## config.mk

```make
export PLATFORM = sky130hd
export DESIGN_NAME = lsc_tracker
export DESIGN_NICKNAME = d
export VERILOG_FILES = /design/src/rtl/lsc_pkg.sv /design/src/rtl/lsc_stage.sv /design/src/rtl/lsc_resv.sv /design/src/rtl/lsc_done.sv /design/src/rtl/lsc_tracker.sv
export SDC_FILE = /design/constraint.sdc
export NUM_CORES = 1
export LEC_CHECK = 0
export ABC_AREA = 1
export CORE_MARGIN = 2
export CORE_UTILIZATION = 43
export CTS_BUF_LIST = sky130_fd_sc_hd__clkbuf_16
export DETAILED_ROUTE_END_ITERATION = 8
export MAX_ROUTING_LAYER = met4
export PLACE_DENSITY = 0.75
export SKIP_CTS_REPAIR_TIMING = 1
export SLEW_MARGIN = 25
export SYNTH_ARGS = -nofsm -noshare
export SYNTH_HDL_FRONTEND = slang
export SYNTH_SLANG_ARGS = --single-unit
```

## constraint.sdc

```tcl
create_clock -name clk -period 7.85 [get_ports clk]
set_input_delay 2.355 -clock clk [delete_from_list [all_inputs] [get_ports clk]]
set_output_delay 2.355 -clock clk [all_outputs]
set_load 0.02 [all_outputs]
```

## src/rtl/lsc_pkg.sv

```systemverilog
// Shared request encoding for the reservation tracker.
// Assumes a 2-bit request kind field driven by the load/store unit.
package lsc_pkg;
    typedef enum logic [1:0] {
        KIND_LOAD       = 2'd0,
        KIND_STORE      = 2'd1,
        KIND_RSV_LOAD   = 2'd2,
        KIND_COND_STORE = 2'd3
    } lsc_kind_e;
endpackage

```

## src/rtl/lsc_stage.sv

```systemverilog
// Stage-1 request register: captures one request per cycle.
// Assumes the pipeline never stalls; a new request may arrive every clock.
module lsc_stage
    import lsc_pkg::*;
#(
    parameter int ADDR_W = 64
) (
    input  logic              clk,
    input  logic              rst_n,
    input  logic              in_valid,
    input  lsc_kind_e         in_kind,
    input  logic              in_last,
    input  logic [ADDR_W-1:0] in_addr,
    output logic              s1_valid,
    output lsc_kind_e         s1_kind,
    output logic              s1_last,
    output logic [ADDR_W-1:0] s1_addr
);
    // Capture the incoming request; only the valid bit needs a reset.
    always_ff @(posedge clk) begin
        if (!rst_n) begin
            s1_valid <= 1'b0;
        end else begin
            s1_valid <= in_valid;
        end
        s1_kind <= in_kind;
        s1_last <= in_last;
        s1_addr <= in_addr;
    end
endmodule

```

## src/rtl/lsc_resv.sv

```systemverilog
// Reservation register with line-address compare.
// Assumes set and clear are never requested in the same cycle.
module lsc_resv #(
    parameter int TAG_W = 58
) (
    input  logic             clk,
    input  logic             rst_n,
    input  logic             set_en,
    input  logic             clr_en,
    input  logic [TAG_W-1:0] cmp_line,
    output logic             held,
    output logic [TAG_W-1:0] held_line,
    output logic             hit
);
    // Record or drop the reservation at the end of stage 1.
    always_ff @(posedge clk) begin
        if (!rst_n) begin
            held <= 1'b0;
        end else if (set_en) begin
            held      <= 1'b1;
            held_line <= cmp_line;
        end else if (clr_en) begin
            held <= 1'b0;
        end
    end

    // Match needs a live reservation on the same line.
    always_comb begin
        hit = held && (held_line == cmp_line);
    end
endmodule

```

## src/rtl/lsc_done.sv

```systemverilog
// Stage-2 completion register carrying conditional-store status.
// Assumes the cancel decision is stable during stage 1.
module lsc_done (
    input  logic clk,
    input  logic rst_n,
    input  logic s1_valid,
    input  logic s1_cond,
    input  logic s1_cancel,
    output logic done_valid,
    output logic done_cond,
    output logic done_ok
);
    // Register completion one cycle after evaluation.
    always_ff @(posedge clk) begin
        if (!rst_n) begin
            done_valid <= 1'b0;
            done_cond  <= 1'b0;
            done_ok    <= 1'b0;
        end else begin
            done_valid <= s1_valid;
            done_cond  <= s1_valid && s1_cond;
            done_ok    <= s1_valid && s1_cond && !s1_cancel;
        end
    end
endmodule

```

## src/rtl/lsc_tracker.sv

```systemverilog
// Load-reserve / store-conditional tracker, top level.
// Stage 1 evaluates a request against the reservation; stage 2 reports completion.
// Assumes one request per cycle and no external reservation loss.
module lsc_tracker
    import lsc_pkg::*;
#(
    parameter int ADDR_W     = 64,
    parameter int LINE_BYTES = 64,
    localparam int LINE_OFF  = $clog2(LINE_BYTES),
    localparam int TAG_W     = ADDR_W - LINE_OFF
) (
    input  logic              clk,
    input  logic              rst_n,
    input  logic              req_valid,
    input  logic [1:0]        req_kind,
    input  logic              req_last,
    input  logic [ADDR_W-1:0] req_addr,
    output logic              resv_valid,
    output logic [TAG_W-1:0]  resv_line,
    output logic              st_cancel,
    output logic              st_issue,
    output logic              done_valid,
    output logic              done_cond,
    output logic              done_ok
);
    logic              s1_valid;
    lsc_kind_e         s1_kind;
    logic              s1_last;
    logic [ADDR_W-1:0] s1_addr;
    logic              is_cond;
    logic              is_rsv;
    logic              line_hit;
    logic              set_en;
    logic              clr_en;

    lsc_stage #(.ADDR_W(ADDR_W)) u_stage (
        .clk      (clk),
        .rst_n    (rst_n),
        .in_valid (req_valid),
        .in_kind  (lsc_kind_e'(req_kind)),
        .in_last  (req_last),
        .in_addr  (req_addr),
        .s1_valid (s1_valid),
        .s1_kind  (s1_kind),
        .s1_last  (s1_last),
        .s1_addr  (s1_addr)
    );

    // Decode the stage-1 request and form the store-path decisions.
    always_comb begin
        is_cond   = s1_valid && (s1_kind == KIND_COND_STORE);
        is_rsv    = s1_valid && (s1_kind == KIND_RSV_LOAD);
        set_en    = is_rsv && s1_last;
        clr_en    = is_cond && s1_last;
        st_cancel = is_cond && !line_hit;
        st_issue  = (s1_valid && (s1_kind == KIND_STORE)) || (is_cond && line_hit);
    end

    lsc_resv #(.TAG_W(TAG_W)) u_resv (
        .clk       (clk),
        .rst_n     (rst_n),
        .set_en    (set_en),
        .clr_en    (clr_en),
        .cmp_line  (s1_addr[ADDR_W-1:LINE_OFF]),
        .held      (resv_valid),
        .held_line (resv_line),
        .hit       (line_hit)
    );

    lsc_done u_done (
        .clk        (clk),
        .rst_n      (rst_n),
        .s1_valid   (s1_valid),
        .s1_cond    (is_cond),
        .s1_cancel  (st_cancel),
        .done_valid (done_valid),
        .done_cond  (done_cond),
        .done_ok    (done_ok)
    );
endmodule

```

==> reports/qor.csv <==
stage;metric;value;unit
run_status;status;complete, no violations;
grt;Overall Global Routing Usage;17.2;%
grt;first-pass GRT wire length;14000;um
sta;Setup Skew;0.00631;ns
cells_and_area;Area growth syn-to-layout;48.0;%
synth;Cell Area, Synth;0.00429;sq mm
pwr;Psw;0.294;mW
sta;setup TNS;0;ns
floorplanning;initial core utilization;44.1;%
floorplanning;full die area;0.0108;sq mm
sta;Slew headroom;47.9;%
synth;synth warn;0;
floorplanning;io pins;134;
sta;Slew Limit Fails;0;
sta;Final Hold Viols;0;
clock_tree;H-tree depth;4;
clock_tree;CTS buffer count;17;
worst_setup_path;worst reg2reg endpoint;u_resv.held_line[21];
drt;Total Wirelength;8740;um
grt;initial antenna violation count;0;
synth;syn_area_per_cell;10.0;sq um
cells_and_area;Ant. Diodes;0;
worst_setup_path;Worst setup endpoint;st_issue;
cells_and_area;Regs by FF count;u_resv.held_line: 58 flops, u_stage.s1_addr: 58 flops, u_stage.s1_kind: 2 flops;
clock_tree;Root Buffer;clkbuf_16;
sta;fmax;213;MHz
cells_and_area;Nets;646;
clock_tree;Worst-Skew Late Latency;0.40;ns
pwr;Max VDD drop;0.133;mV
floorplanning;Die Height;104;um
grt;largest net degree at the start of global routing;60;
worst_setup_path;FF-to-FF path depth;3;
cells_and_area;fill count;793;
worst_setup_path;Worst Setup End Kind;output pin;
drt;routed len/inst;12.1;um
drt;Avg Vias per Cell;4.20;
clock_tree;CTS max path bufs;2;
pwr;combinational share of power;3.7;%
sta;Hold WS;0.432;ns
synth;Cells after Synth;429;
clock_tree;CTS tree;yes;
run;max_cap viols;0;
clock_tree;Sink Count;124;
synth;Net Count, Synth;499;
synth;Seq/Total Area, Yosys;71.4;%
cells_and_area;FF+latch area;0.00306;sq mm
pwr;sw frac;18.9;%
floorplanning;Die Width;104;um
grt;number of global-route vias before repair;3003;
worst_setup_path;CP Class;reg2out;
sta;Worst-Margin Slew;0.781;ns
pwr;Leakage;2.83;nW
synth;post-synthesis cell type count;15;
placed_design;PortBufs;127;
drt;Routed Antenna Nets;0;
worst_setup_path;R2R Setup Slk;6.16;ns
floorplanning;cell row count;36;
drt;DR iter-0 viols;103;
pwr;Reg power frac;45.6;%
worst_setup_path;R2R Path Start;u_stage.s1_kind[1];
worst_setup_path;arrival time worst endpoint;2.35;ns
worst_setup_path;worst endpoint required time;5.50;ns
hold_path;Hold Crit Class;reg2reg;
synth;flops & latches, synth;124;
pwr;clock share of power;50.7;%
placed_design;routability cong.;0.789;
pwr;Cell Int Power;1.26;mW
worst_setup_path;worst setup path start;u_resv.held_line[50];
hold_path;HP Start;u_stage.s1_addr[31];
worst_setup_path;CP max FO;3;
floorplanning;core area;0.00973;sq mm
sta;setup repair after global routing missed its margin;no;
cells_and_area;fraction of layout instances using a drive strength above 1;6.62;%
sta;Final Critical Period;4.70;ns
sta;Final Cycle Share;59.9;%
grt;grt total ovfl;0;
drt;vias post-DR;3034;
placed_design;DPL Wire Length;6340;um
pwr;PD cells;244;mW/mm^2
drt;DRC;0;
clock_tree;clock slew at reported path FFs;0.05;ns
cells_and_area;area of the multi-input gates;900;sq um
drt;number of detailed-route iterations in the first pass;7;
worst_setup_path;Critical Path Start Type;flip-flop;
sta;setup violators final;0;
cell families after synthesis:
family                    count (synthesis)  share of synthesized area, %
xor gates and xnor gates                  9                          1.84
buffers and inverters                    88                          7.70
DFF                                     124                          71.4
AOI/OAI and AO/OA                        12                          1.55
and+or+nand+nor                         196                          17.5
synth_stat cells (all sizes together):
library cell	instances	share of area, %
xnor2	8	1.6
a21oi	1	0.20
edfxtp	58	41
nand3	2	0.23
o21ai	10	1.2
nor3	1	0.12
nand2	147	13
nor2	46	4.2
o21bai	1	0.18
xor2	1	0.20
dfxtp	66	31
inv	88	7.7
cell type report:
cell class | count | area share (%)
flip-flops and latches | 124 | 48.3
repair buffers | 128 | 20.2
multi-input cells | 217 | 14.2
clock buffers | 17 | 6.70
inverters | 88 | 5.21
clock inverters | 15 | 2.86
well taps | 133 | 2.62
critical path, stage by stage (launching register included):
cell	delay, ns
edfxtp_1	0.41
nor2_1	0.11
nor2_1	0.05
nor2_1	0.14
nand2_1	0.08
nor2_1	0.09
nand2_1	0.08
nor2_2	0.14
nand2_2	0.10
a21oi_2	0.12
clkdlybuf4s50_1	0.62
cells in the final DEF (no fill, tap or decap), drive strengths merged:
master / netlist / final
clkdlybuf4s50: 0 / 127
a21oi: 1 / 1
clkinvlp: 0 / 3
o21bai: 1 / 1
clkinv: 0 / 6
xnor2: 8 / 8
bufinv: 0 / 4
dfxtp: 66 / 66
edfxtp: 58 / 58
nor3: 1 / 1
nor2: 46 / 46
nand2: 147 / 147
xor2: 1 / 1
o21ai: 10 / 10
inv: 88 / 90
clkbuf: 0 / 17
nand3: 2 / 2
buf: 0 / 1
power by group through the flow:
stage | Combinational [mW] | Clock, mW | Sequential [mW]
finish | 0.0582 | 0.786 | 0.707
global route | 0.0650 | 0.830 | 0.709
CTS | 0.0591 | 0.801 | 0.707
detailed placement | 0.0585 | 0 | 0.720
global placement | 0.0577 | 0 | 0.719
floorplan | 0.0202 | 0 | 0.718
per-stage QoR:
step / worst slack (ns) / util, % / instances / power (mW) / cell area [sq um]
final: 3.15 / 65.2 / 722 / 1.55 / 6340
after global routing: 2.97 / 65.2 / 722 / 1.60 / 6340
after CTS: 3.09 / 65.2 / 722 / 1.57 / 6340
after detailed placement: 3.52 / 59.0 / 690 / 0.779 / 5740
after global placement: 3.57 / 59.0 / 690 / 0.777 / 5740
after floorplan: 0.910 / - / 429 / 0.738 / 4290
worst min-delay path by stage:
stage | to | slack [ns] | cells past startpoint
floorplan | u_resv.held_line[25] | 0.41 | 0
CTS | u_resv.held_line[25] | 0.43 | 0
finish | u_resv.held_line[25] | 0.43 | 0
global placement | u_resv.held_line[7] | 0.41 | 0
detailed placement | u_resv.held_line[7] | 0.42 | 0
global route | u_resv.held_line[7] | 0.45 | 0
metal layers:
metal,part of all wire [%],wire length (um),GRT usage (%)
met4,1.5,131,7.63
met3,5.1,444,5.08
met5,0,0,-
met1,43,3770,19.2
met2,50,4390,28.6
Note: power is estimated with default switching activity, not from simulation.
